===== config.mk =====
export PLATFORM = sky130hd
export DESIGN_NAME = rxt_sequencer
export DESIGN_NICKNAME = d
export VERILOG_FILES = /design/src/rtl/rxt_pkg.sv /design/src/rtl/rxt_err_class.sv /design/src/rtl/rxt_wdog.sv /design/src/rtl/rxt_rx_store.sv /design/src/rtl/rxt_sequencer.sv
export SDC_FILE = /design/constraint.sdc
export NUM_CORES = 1
export LEC_CHECK = 0
export ABC_AREA = 1
export CAP_MARGIN = 0
export CORE_MARGIN = 3
export CORE_UTILIZATION = 59
export CTS_BUF_LIST = sky130_fd_sc_hd__clkbuf_8
export DETAILED_ROUTE_END_ITERATION = 10
export PLACE_DENSITY = 0.86
export SYNTH_ARGS = -nofsm -noshare
export SYNTH_HDL_FRONTEND = slang
export SYNTH_HIERARCHICAL = 1
export SYNTH_SLANG_ARGS = --single-unit

===== constraint.sdc =====
create_clock -name clk -period 6.45 [get_ports clk]
set_input_delay 1.6125 -clock clk [delete_from_list [all_inputs] [get_ports clk]]
set_output_delay 1.6125 -clock clk [all_outputs]
set_load 0.1 [all_outputs]

===== src/rtl/rxt_pkg.sv =====
package rxt_pkg;

   typedef enum logic [3:0] {
      ST_OK       = 4'd0,
      ST_TIMEOUT  = 4'd1,
      ST_PROTO    = 4'd2,
      ST_IO       = 4'd3,
      ST_COLL     = 4'd4,
      ST_NOMEM    = 4'd5,
      ST_NAK      = 4'd6,
      ST_SHORT    = 4'd7,
      ST_CRC_BAD  = 4'd8
   } rxt_status_e;

   typedef enum logic [4:0] {
      PH_IDLE,
      PH_STOP,
      PH_IRQ_RD,
      PH_IRQ_WR,
      PH_FLUSH,
      PH_LOAD,
      PH_FRAME,
      PH_CMD,
      PH_SS_RD,
      PH_SS_WR,
      PH_POLL,
      PH_ERR_RD,
      PH_LVL_RD,
      PH_FIFO_RD,
      PH_CTL_RD,
      PH_CRC,
      PH_FIN
   } rxt_phase_e;

   localparam int unsigned IRQ_TIMER_BIT  = 0;
   localparam int unsigned ERR_PROTO_BIT  = 0;
   localparam int unsigned ERR_PARITY_BIT = 1;
   localparam int unsigned ERR_COLL_BIT   = 3;
   localparam int unsigned ERR_OVFL_BIT   = 4;

   localparam logic [7:0] IRQ_CLEAR_ALL = 8'h7F;
   localparam logic [7:0] FIFO_FLUSH    = 8'h80;
   localparam logic [7:0] START_SEND    = 8'h80;
   localparam logic [2:0] NAK_BITS      = 3'd4;

endpackage


===== src/rtl/rxt_err_class.sv =====
module rxt_err_class
   import rxt_pkg::*;
(
   input  logic [7:0]  err_byte,
   output rxt_status_e code
);

   logic hit_proto;
   logic hit_io;
   logic hit_coll;

   always_comb begin
      hit_proto = err_byte[ERR_PROTO_BIT];
      hit_io    = err_byte[ERR_PARITY_BIT] | err_byte[ERR_OVFL_BIT];
      hit_coll  = err_byte[ERR_COLL_BIT];
      if (hit_proto)     code = ST_PROTO;
      else if (hit_io)   code = ST_IO;
      else if (hit_coll) code = ST_COLL;
      else               code = ST_OK;
   end

endmodule


===== src/rtl/rxt_wdog.sv =====
module rxt_wdog #(
   parameter int unsigned LIMIT = 1000
) (
   input  logic clk,
   input  logic rst_n,
   input  logic run,
   output logic expired
);

   localparam int unsigned CW = $clog2(LIMIT + 1);

   generate
      if (LIMIT < 2) begin : g_bad_limit
         $error("rxt_wdog: LIMIT must be at least 2");
      end
   endgenerate

   logic [CW-1:0] cnt_q;

   always_ff @(posedge clk or negedge rst_n) begin
      if (!rst_n)                         cnt_q <= '0;
      else if (!run)                      cnt_q <= '0;
      else if (cnt_q != CW'(LIMIT))       cnt_q <= cnt_q + 1'b1;
   end

   assign expired = (cnt_q == CW'(LIMIT));


   wdog_bound_chk: assert property (@(posedge clk) disable iff (!rst_n)
      (cnt_q <= CW'(LIMIT)));

endmodule


===== src/rtl/rxt_rx_store.sv =====
module rxt_rx_store #(
   parameter int unsigned DEPTH = 9
) (
   input  logic                         clk,
   input  logic                         rst_n,
   input  logic                         clr,
   input  logic                         we,
   input  logic [7:0]                   wdata,
   output logic [DEPTH*8-1:0]           data,
   output logic [$clog2(DEPTH+1)-1:0]   count
);

   localparam int unsigned CW = $clog2(DEPTH + 1);

   logic [CW-1:0] cnt_q;

   always_ff @(posedge clk or negedge rst_n) begin
      if (!rst_n)                               cnt_q <= '0;
      else if (clr)                             cnt_q <= '0;
      else if (we && cnt_q != CW'(DEPTH))       cnt_q <= cnt_q + 1'b1;
   end

   generate
      for (genvar g = 0; g < DEPTH; g++) begin : g_slot
         logic [7:0] slot_q;
         always_ff @(posedge clk or negedge rst_n) begin
            if (!rst_n)                          slot_q <= '0;
            else if (clr)                        slot_q <= '0;
            else if (we && cnt_q == CW'(g))      slot_q <= wdata;
         end
         assign data[g*8 +: 8] = slot_q;
      end
   endgenerate

   assign count = cnt_q;


   store_bound_chk: assert property (@(posedge clk) disable iff (!rst_n)
      (cnt_q <= CW'(DEPTH)));

endmodule


===== src/rtl/rxt_sequencer.sv =====
module rxt_sequencer
   import rxt_pkg::*;
#(
   parameter int unsigned MAX_TX     = 8,
   parameter int unsigned MAX_RX     = 9,
   parameter int unsigned WDOG_LIMIT = 1250000,
   parameter int unsigned ADDR_W     = 6,
   parameter logic [5:0]  A_CMD      = 6'h01,
   parameter logic [5:0]  A_IRQ      = 6'h04,
   parameter logic [5:0]  A_ERR      = 6'h06,
   parameter logic [5:0]  A_FIFO     = 6'h09,
   parameter logic [5:0]  A_LEVEL    = 6'h0A,
   parameter logic [5:0]  A_CTRL     = 6'h0C,
   parameter logic [5:0]  A_FRAME    = 6'h0D,
   parameter logic [3:0]  CMD_IDLE   = 4'h0,
   parameter logic [3:0]  CMD_TRX    = 4'hC
) (
   input  logic                          clk,
   input  logic                          rst_n,
   input  logic                          start,
   input  logic [3:0]                    cmd_code,
   input  logic [7:0]                    wait_mask,
   input  logic [MAX_TX*8-1:0]           tx_data,
   input  logic [$clog2(MAX_TX+1)-1:0]   tx_len,
   input  logic [2:0]                    tx_last_bits,
   input  logic [2:0]                    rx_align,
   input  logic [$clog2(MAX_RX+1)-1:0]   rx_cap,
   input  logic                          crc_check,
   output logic                          bus_req,
   output logic                          bus_we,
   output logic [ADDR_W-1:0]             bus_addr,
   output logic [7:0]                    bus_wdata,
   input  logic                          bus_ack,
   input  logic [7:0]                    bus_rdata,
   output logic                          crc_req,
   output logic [$clog2(MAX_RX+1)-1:0]   crc_len,
   input  logic                          crc_ack,
   input  logic [15:0]                   crc_val,
   output logic                          busy,
   output logic                          done,
   output logic [3:0]                    status,
   output logic [MAX_RX*8-1:0]           rx_data,
   output logic [$clog2(MAX_RX+1)-1:0]   rx_len,
   output logic [2:0]                    rx_bits
);

   localparam int unsigned TXL_W = $clog2(MAX_TX + 1);
   localparam int unsigned RXL_W = $clog2(MAX_RX + 1);
   localparam int unsigned IDX_W = (TXL_W > RXL_W) ? TXL_W : RXL_W;

   generate
      if (MAX_RX < 2 || MAX_RX > 127) begin : g_bad_rx
         $error("rxt_sequencer: MAX_RX must lie in 2..127");
      end
      if (MAX_TX < 1 || MAX_TX > 64) begin : g_bad_tx
         $error("rxt_sequencer: MAX_TX must lie in 1..64");
      end
      if (ADDR_W < 6) begin : g_bad_addr
         $error("rxt_sequencer: ADDR_W must be at least 6");
      end
   endgenerate

   rxt_phase_e             ph_q;
   rxt_status_e            st_q;
   rxt_status_e            err_code;
   logic [3:0]             cmd_q;
   logic [7:0]             mask_q;
   logic [MAX_TX*8-1:0]    tx_q;
   logic [TXL_W-1:0]       txlen_q;
   logic [7:0]             frame_q;
   logic [RXL_W-1:0]       cap_q;
   logic                   crc_en_q;
   logic [RXL_W-1:0]       level_q;
   logic [IDX_W-1:0]       idx_q;
   logic [7:0]             tmp_q;
   logic [2:0]             bits_q;
   logic                   wd_expired;
   logic                   store_clr;
   logic                   store_we;
   logic [7:0]             lvl_ext;
   logic [7:0]             cap_ext;
   logic [7:0]             crc_lo_byte;
   logic [7:0]             crc_hi_byte;

   // sub-blocks
   rxt_err_class u_err (
      .err_byte (bus_rdata),
      .code     (err_code)
   );

   rxt_wdog #(.LIMIT(WDOG_LIMIT)) u_wdog (
      .clk     (clk),
      .rst_n   (rst_n),
      .run     (ph_q == PH_POLL),
      .expired (wd_expired)
   );

   assign store_clr = (ph_q == PH_IDLE) && start;
   assign store_we  = (ph_q == PH_FIFO_RD) && bus_ack;

   rxt_rx_store #(.DEPTH(MAX_RX)) u_store (
      .clk   (clk),
      .rst_n (rst_n),
      .clr   (store_clr),
      .we    (store_we),
      .wdata (bus_rdata),
      .data  (rx_data),
      .count (rx_len)
   );

   // bus drive, decoded from the phase
   always_comb begin
      bus_req   = 1'b1;
      bus_we    = 1'b0;
      bus_addr  = '0;
      bus_wdata = '0;
      unique case (ph_q)
         PH_STOP:    begin bus_we = 1'b1; bus_addr = ADDR_W'(A_CMD);   bus_wdata = {4'h0, CMD_IDLE}; end
         PH_IRQ_RD:  begin bus_addr = ADDR_W'(A_IRQ); end
         PH_IRQ_WR:  begin bus_we = 1'b1; bus_addr = ADDR_W'(A_IRQ);   bus_wdata = tmp_q | IRQ_CLEAR_ALL; end
         PH_FLUSH:   begin bus_we = 1'b1; bus_addr = ADDR_W'(A_LEVEL); bus_wdata = FIFO_FLUSH; end
         PH_LOAD:    begin bus_we = 1'b1; bus_addr = ADDR_W'(A_FIFO);  bus_wdata = tx_q[idx_q*8 +: 8]; end
         PH_FRAME:   begin bus_we = 1'b1; bus_addr = ADDR_W'(A_FRAME); bus_wdata = frame_q; end
         PH_CMD:     begin bus_we = 1'b1; bus_addr = ADDR_W'(A_CMD);   bus_wdata = {4'h0, cmd_q}; end
         PH_SS_RD:   begin bus_addr = ADDR_W'(A_FRAME); end
         PH_SS_WR:   begin bus_we = 1'b1; bus_addr = ADDR_W'(A_FRAME); bus_wdata = tmp_q | START_SEND; end
         PH_POLL:    begin bus_addr = ADDR_W'(A_IRQ); end
         PH_ERR_RD:  begin bus_addr = ADDR_W'(A_ERR); end
         PH_LVL_RD:  begin bus_addr = ADDR_W'(A_LEVEL); end
         PH_FIFO_RD: begin bus_addr = ADDR_W'(A_FIFO); end
         PH_CTL_RD:  begin bus_addr = ADDR_W'(A_CTRL); end
         default:    begin bus_req = 1'b0; end
      endcase
   end

   assign lvl_ext     = {1'b0, bus_rdata[6:0]};
   assign cap_ext     = 8'(cap_q);
   assign crc_len     = level_q - RXL_W'(2);
   assign crc_lo_byte = rx_data[crc_len*8 +: 8];
   assign crc_hi_byte = rx_data[(crc_len+RXL_W'(1))*8 +: 8];

   always_ff @(posedge clk or negedge rst_n) begin
      if (!rst_n) begin
         ph_q     <= PH_IDLE;
         st_q     <= ST_OK;
         cmd_q    <= '0;
         mask_q   <= '0;
         tx_q     <= '0;
         txlen_q  <= '0;
         frame_q  <= '0;
         cap_q    <= '0;
         crc_en_q <= 1'b0;
         level_q  <= '0;
         idx_q    <= '0;
         tmp_q    <= '0;
         bits_q   <= '0;
      end else begin
         unique case (ph_q)
            PH_IDLE: if (start) begin
               cmd_q    <= cmd_code;
               mask_q   <= wait_mask;
               tx_q     <= tx_data;
               txlen_q  <= (32'(tx_len) > MAX_TX) ? TXL_W'(MAX_TX) : tx_len;
               frame_q  <= {1'b0, rx_align, 1'b0, tx_last_bits};
               cap_q    <= (32'(rx_cap) > MAX_RX) ? RXL_W'(MAX_RX) : rx_cap;
               crc_en_q <= crc_check;
               level_q  <= '0;
               bits_q   <= '0;
               ph_q     <= PH_STOP;
            end
            PH_STOP:   if (bus_ack) ph_q <= PH_IRQ_RD;
            PH_IRQ_RD: if (bus_ack) begin tmp_q <= bus_rdata; ph_q <= PH_IRQ_WR; end
            PH_IRQ_WR: if (bus_ack) ph_q <= PH_FLUSH;
            PH_FLUSH:  if (bus_ack) begin
               idx_q <= '0;
               ph_q  <= (txlen_q == '0) ? PH_FRAME : PH_LOAD;
            end
            PH_LOAD:   if (bus_ack) begin
               idx_q <= idx_q + 1'b1;
               if (idx_q + 1'b1 == IDX_W'(txlen_q)) ph_q <= PH_FRAME;
            end
            PH_FRAME:  if (bus_ack) ph_q <= PH_CMD;
            PH_CMD:    if (bus_ack) ph_q <= (cmd_q == CMD_TRX) ? PH_SS_RD : PH_POLL;
            PH_SS_RD:  if (bus_ack) begin tmp_q <= bus_rdata; ph_q <= PH_SS_WR; end
            PH_SS_WR:  if (bus_ack) ph_q <= PH_POLL;
            PH_POLL:   if (bus_ack) begin
               if ((bus_rdata & mask_q) != 8'h00) ph_q <= PH_ERR_RD;
               else if (bus_rdata[IRQ_TIMER_BIT] || wd_expired) begin
                  st_q <= ST_TIMEOUT; ph_q <= PH_FIN;
               end
            end
            PH_ERR_RD: if (bus_ack) begin
               if (err_code != ST_OK) begin st_q <= err_code; ph_q <= PH_FIN; end
               else ph_q <= PH_LVL_RD;
            end
            PH_LVL_RD: if (bus_ack) begin
               if (lvl_ext > cap_ext) begin
                  st_q <= ST_NOMEM; ph_q <= PH_FIN;
               end else begin
                  level_q <= RXL_W'(lvl_ext);
                  idx_q   <= '0;
                  ph_q    <= (lvl_ext == 8'h00) ? PH_CTL_RD : PH_FIFO_RD;
               end
            end
            PH_FIFO_RD: if (bus_ack) begin
               idx_q <= idx_q + 1'b1;
               if (idx_q + 1'b1 == IDX_W'(level_q)) ph_q <= PH_CTL_RD;
            end
            PH_CTL_RD: if (bus_ack) begin
               bits_q <= bus_rdata[2:0];
               if (!crc_en_q) begin
                  st_q <= ST_OK; ph_q <= PH_FIN;
               end else if (level_q == RXL_W'(1) && bus_rdata[2:0] == NAK_BITS) begin
                  st_q <= ST_NAK; ph_q <= PH_FIN;
               end else if (level_q < RXL_W'(2) || bus_rdata[2:0] != 3'd0) begin
                  st_q <= ST_SHORT; ph_q <= PH_FIN;
               end else begin
                  ph_q <= PH_CRC;
               end
            end
            PH_CRC: if (crc_ack) begin
               st_q <= ({crc_hi_byte, crc_lo_byte} == crc_val) ? ST_OK : ST_CRC_BAD;
               ph_q <= PH_FIN;
            end
            PH_FIN:  ph_q <= PH_IDLE;
            default: ph_q <= PH_IDLE;
         endcase
      end
   end

   assign crc_req = (ph_q == PH_CRC);
   assign busy    = (ph_q != PH_IDLE);
   assign done    = (ph_q == PH_FIN);
   assign status  = st_q;
   assign rx_bits = bits_q;


   done_pulse_chk: assert property (@(posedge clk) disable iff (!rst_n)
      done |=> !done);


   req_hold_chk: assert property (@(posedge clk) disable iff (!rst_n)
      (bus_req && !bus_ack) |=> (bus_req && $stable(bus_addr) && $stable(bus_we)));


   nomem_empty_chk: assert property (@(posedge clk) disable iff (!rst_n)
      (done && status == ST_NOMEM) |-> (rx_len == '0));


   crc_len_chk: assert property (@(posedge clk) disable iff (!rst_n)
      crc_req |-> ((crc_len + RXL_W'(2)) == rx_len));

endmodule


-- After elaboration in Yosys (flattened, before gate mapping)
Cells that the tools add are included.
- shift-type cells: 3
- muxes and demuxes: 86
- bitwise gates (word level): 2
- reduce and logical (&&, ||, !) cells: 52
- $add $sub $neg: 5
- order comparisons: 4
- equal/unequal tests: 60
- operator list (cell ; count):
    8-bit two-way mux ; 18
    5-bit two-way mux ; 25
    4-bit two-way mux ; 26
    5-bit case mux with 16 select lines ; 1
    72-bit by 8-bit indexed part select with 8-bit output ; 1
    72-bit by 9-bit indexed part select with 8-bit output ; 1
    64-bit by 8-bit indexed part select with 8-bit output ; 1
    8-bit case mux with 6 select lines ; 1
    2-bit != test (second input constant) ; 22
    21-bit two-way mux ; 2
    5-bit by 4-bit equality test with 1-bit output (second input constant) ; 8
    4-bit case mux with 7 select lines ; 1
    2-bit nonzero test ; 12
    21-bit by 1-bit adder with 21-bit output (second input constant) ; 1
    21-bit equality test (second input constant) ; 1
    21-bit != test (second input constant) ; 1
    5-bit by 3-bit equality test with 1-bit output (second input constant) ; 4
    4-bit case mux with 5 select lines ; 1
    19-bit AND reduction ; 1
    16-bit equality test ; 1
    4-bit by 3-bit equality test with 1-bit output (second input constant) ; 4
    14-bit OR reduction ; 1
    1-bit logical AND ; 13
    4-bit case mux with 3 select lines ; 1
    other kinds (40) ; 64
- logic and storage cells: 236
- bits of input ports: 120
- flip-flop bits (word level): 216

-- Longest topological paths before layout
- depth in word-level cells: 7
- mapped depth: 20

-- Hierarchy
The synthesis kept the hierarchy.
- modules (own cells, without submodules) (module ; cells each ; times used ; area an instance (um^2)):
    rxt_sequencer ; 1197 ; 1 ; 7957.6
    rxt_rx_store ; 373 ; 1 ; 3251.9
    rxt_wdog ; 190 ; 1 ; 1346.3
    rxt_err_class ; 8 ; 1 ; 41.3

-- Least setup slack after synthesis
Ideal clock, no wire load.
- path kind: register to output
- start point: register ph_q[2]
- end point: output done
- setup slack: 2.136 ns
- stages on the path, launching flop included: 4
- buffers on the path: 0
- arrival: 2.701 ns
- cell sequence: dfrtp_1 > nor2_1 > inv_1 > nor3_1
- word-level cells in the longest chain between the ends: 1
- RTL lines (what ; line ; source):
    start: declaration ; rxt_sequencer.sv:63 ; rxt_phase_e ph_q;
    start signal: assignment ; rxt_sequencer.sv:176 ; ph_q <= (txlen_q == '0) ? PH_FRAME : PH_LOAD;
    start signal: assignment ; rxt_sequencer.sv:183 ; PH_CMD: if (bus_ack) ph_q <= (cmd_q == CMD_TRX) ? PH_SS_RD : PH_POLL;
    start signal: assignment ; rxt_sequencer.sv:202 ; ph_q <= (lvl_ext == 8'h00) ? PH_CTL_RD : PH_FIFO_RD;
    5-bit equality test ; rxt_sequencer.sv:233 ; assign done = (ph_q == PH_FIN);
    end: declaration ; rxt_sequencer.sv:40 ; output logic done,
Every way passes these cells.

-- Final worst setup path
- start point: register idx_q[0]
- end point: output bus_wdata[6]
- word-level cells in the longest chain between the ends: 2
- RTL lines (what ; line ; source):
    start: declaration ; rxt_sequencer.sv:74 ; logic [IDX_W-1:0] idx_q;
    start signal: assignment ; rxt_sequencer.sv:179 ; idx_q <= idx_q + 1'b1;
    start signal: assignment ; rxt_sequencer.sv:206 ; idx_q <= idx_q + 1'b1;
    64-bit by 8-bit indexed part select with 8-bit output ; rxt_sequencer.sv:122 ; PH_LOAD: begin bus_we = 1'b1; bus_addr = ADDR_W'(A_FIFO); bus_wdata = tx_q[idx_q*8 +: 8]; end
    8-bit case mux with 6 select lines ; rxt_sequencer.sv:117 ; unique case (ph_q)
    end: declaration ; rxt_sequencer.sv:32 ; output logic [7:0] bus_wdata,
Every way passes these cells.

==> out/qor.csv <==
metric;value;unit
status;finished, final reports clean;
Critical Path, Cell by Cell;inv_2 > nor2_1 > o32ai_1 > o211ai_1 > nand4_1 > clkdlybuf4s50_1;
DRT iter0 DRCs;1317;
vias in the first global route;12400;
DR pass1 iterations;6;
Max-Slew Margin vs Limit;0.0761;
Final Cycle Share;0.856;
Final ANT Viol Nets;0;
Starting Density;0.611;
Root Buffer;clkbuf_8;
max-slew violation count;0;
Max Fclk;181;MHz
number of synthesized flops with an enable pin;0;
Cell Int Power;3700;uW
dpl hpwl;29900;um
top cells by area, synth;dfrtp_1 43%, nand2_1 20%, nand3_1 7.9%;
Sequential Power Share;0.297;
Avg Cell Area, Syn;7.13;um2
synth warn;6;
cell family with most CP delay;buffers and inverters;
unrepaired setup endpoints after global routing;no;
setup bufs post-CTS;0;
Max VDD drop;0.885;mV
critical path data required time;4.84;ns
switching fraction of total power;0.558;
post-synth top area share;0.429;
pin count of the biggest net entering global routing;129;
Least-Margin Pin Slew;1.38;ns
Synth area leader;dfrtp_1;
#FFs+latches synth;216;
final hold violations;0;
library cells used by synthesis;49;
most frequent cell after synthesis;nand2_1;
final setup fails;0;
initial antenna violation count;0;
routed vias/inst;5.79;
P_sw;4670;uW
Fin Clk Skew;0.0311;ns
synthesized area;12600;um2
type of origin of the critical path;flip-flop;
Synth Flop Type;dfrtp_1;
CTS tree;built;
post_cts resized;0;
type of the worst min-delay path;flip-flop to flip-flop;
fin area;15600;um2
Placed Area;14800;um2
Worst Setup End Kind;output pin;
TNS Setup;0;ns
Clock Sinks;216;
Crit-path slowest cell;dfrtp_1;
layout cells sized above 1;0.0674;
Cells after Synth;1768;
WP buf/inv;2;
ys async rst share;1.00;
Commonest cells post-synth;681 x nand2_1, 216 x dfrtp_1, 198 x nand3_1;
IO Pins;226;
core region area;20600;um2
Num CTS Buffers;36;
drt drc;0;
crit-path max FO;39;
# hold bufs at CTS;0;
die span in x;152;um
Power Total;8370;uW
detailed-route via count;13100;
diodes inserted;0;
WS Path Type;flip-flop to output pin;
min Tclk post-route;5.52;ns
CTS H-tree depth;2;
total grt overflow;0;
clk buf depth;3;
# rows;52;
clock transition at the registers of the reported paths;0.07;ns
Clock Latency Late Sink;0.54;ns
max-cap viol count;0;
Power Dens Cells;538;nW/um2
register area share after synthesis;0.429;
crit path DAT;3.91;ns
crit-path max cell delay;1.18;ns
Gate power share;0.558;
Die Area;23100;um2
first-pass GRT wire length;66100;um
Clk pwr share;0.146;
Area Overhead vs Synth;23.5;%
Tot GR Track Use;0.350;
Die H;152;um
Routability Congestion;0.969;
port bufs;223;
DRT Wirelength;41300;um
post-layout net count;2097;
leakage;0.00765;uW
wire per inst;18.3;um
WHS;0.469;ns
routing by layer:
layer  global-route usage  share of wire  up-vias
met4                0.102          0.028        0
met5                    0              0        -
met1                0.495           0.41     6164
li1                     -              -     6051
met2                0.551           0.46      761
met3               0.0700           0.10      104
per-stage QoR:
step / util / setup slack, ns / std cells
2_1_floorplan: - / 2.14 / 1769
3_3_place_gp: 0.719 / 1.63 / 2196
3_5_place_dp: 0.719 / 1.56 / 2196
4_1_cts: 0.754 / 0.966 / 2259
5_1_grt: 0.754 / 0.659 / 2259
6_report: 0.754 / 0.930 / 2259
area by class of cell:
cell class                      count  area, um2
Fill cell                        1619       5070
Multi-Input combinational cell   1292       6080
Sequential cell                   216       5410
Tap cell                          270        338
Timing Repair Buffer              231       2310
Clock inverter                     20        126
Inverter                          187        702
Clock buffer                       43        592
placed cells by master, fill, tap and decap left out, types with 16 or more instances in the layout:
master,n
o21ai_1,17
clkbuf_8,44
nor3_1,17
clkdlybuf4s50_1,222
dfrtp_1,215
nand2_1,681
a21oi_1,21
nand3_1,198
o21ai_0,62
o211ai_1,22
nor2_1,118
nand2_2,16
nand4_1,23
inv_1,181
power groups by stage:
stage	clock network, uW	registers [uW]	logic (uW)
2_1_floorplan	0	3690	2100
3_3_place_gp	0	2470	4540
3_5_place_dp	0	2450	4640
4_1_cts	1230	2450	4650
5_1_grt	1300	2520	4960
6_report	1220	2480	4670
cells by family after synthesis:
family | share of synthesized area
simple gates | 0.373
mux | 0.00904
flops | 0.429
other cells | 0.000596
fa+ha+maj | 0.0129
compound gates | 0.0802
xor+xnor | 0.00705
buf+inv | 0.0885
worst min-delay path, delay by kind of cell, from the launching register on:
kind / cells / cell delay, ns
flip-flops: 1 / 0.34
AND/OR/NAND/NOR: 2 / 0.09
flip-flops by register name, indices dropped and copies added, names as in the netlist:
| name | flops |
|---|---|
| u_store/g_slot.slot_q | 72 |
| tx_q | 64 |
| u_wdog/cnt_q | 21 |
| mask_q | 8 |
| tmp_q | 8 |
| frame_q | 6 |
| ph_q | 5 |
| cap_q | 4 |
| cmd_q | 4 |
| idx_q | 4 |
| level_q | 4 |
| status | 4 |
| txlen_q | 4 |
| u_store/count | 4 |
| rx_bits | 3 |
| crc_en_q | 1 |
worst paths after layout:
check / from / endpoint / slack (ns) / cells past startpoint
max: idx_q[0]$_DFFE_PN0P_ / bus_wdata[6] / 0.93 / 6
min: mask_q[5]$_DFFE_PN0P_ / mask_q[5]$_DFFE_PN0P_ / 0.47 / 2
max reg2reg: level_q[1]$_DFFE_PN0P_ / status[3]$_DFFE_PN0P_ / 2.96 / 16
min reg2reg: mask_q[5]$_DFFE_PN0P_ / mask_q[5]$_DFFE_PN0P_ / 0.47 / 2
max in group asynchronous: rst_n / tx_q[11]$_DFFE_PN0P_ / 4.15 / 2
min in group asynchronous: rst_n / u_store/g_slot[6].slot_q[4]$_DFFE_PN0P_ / 1.14 / 1
No activity file was read; power rests on OpenSTA's default activity.
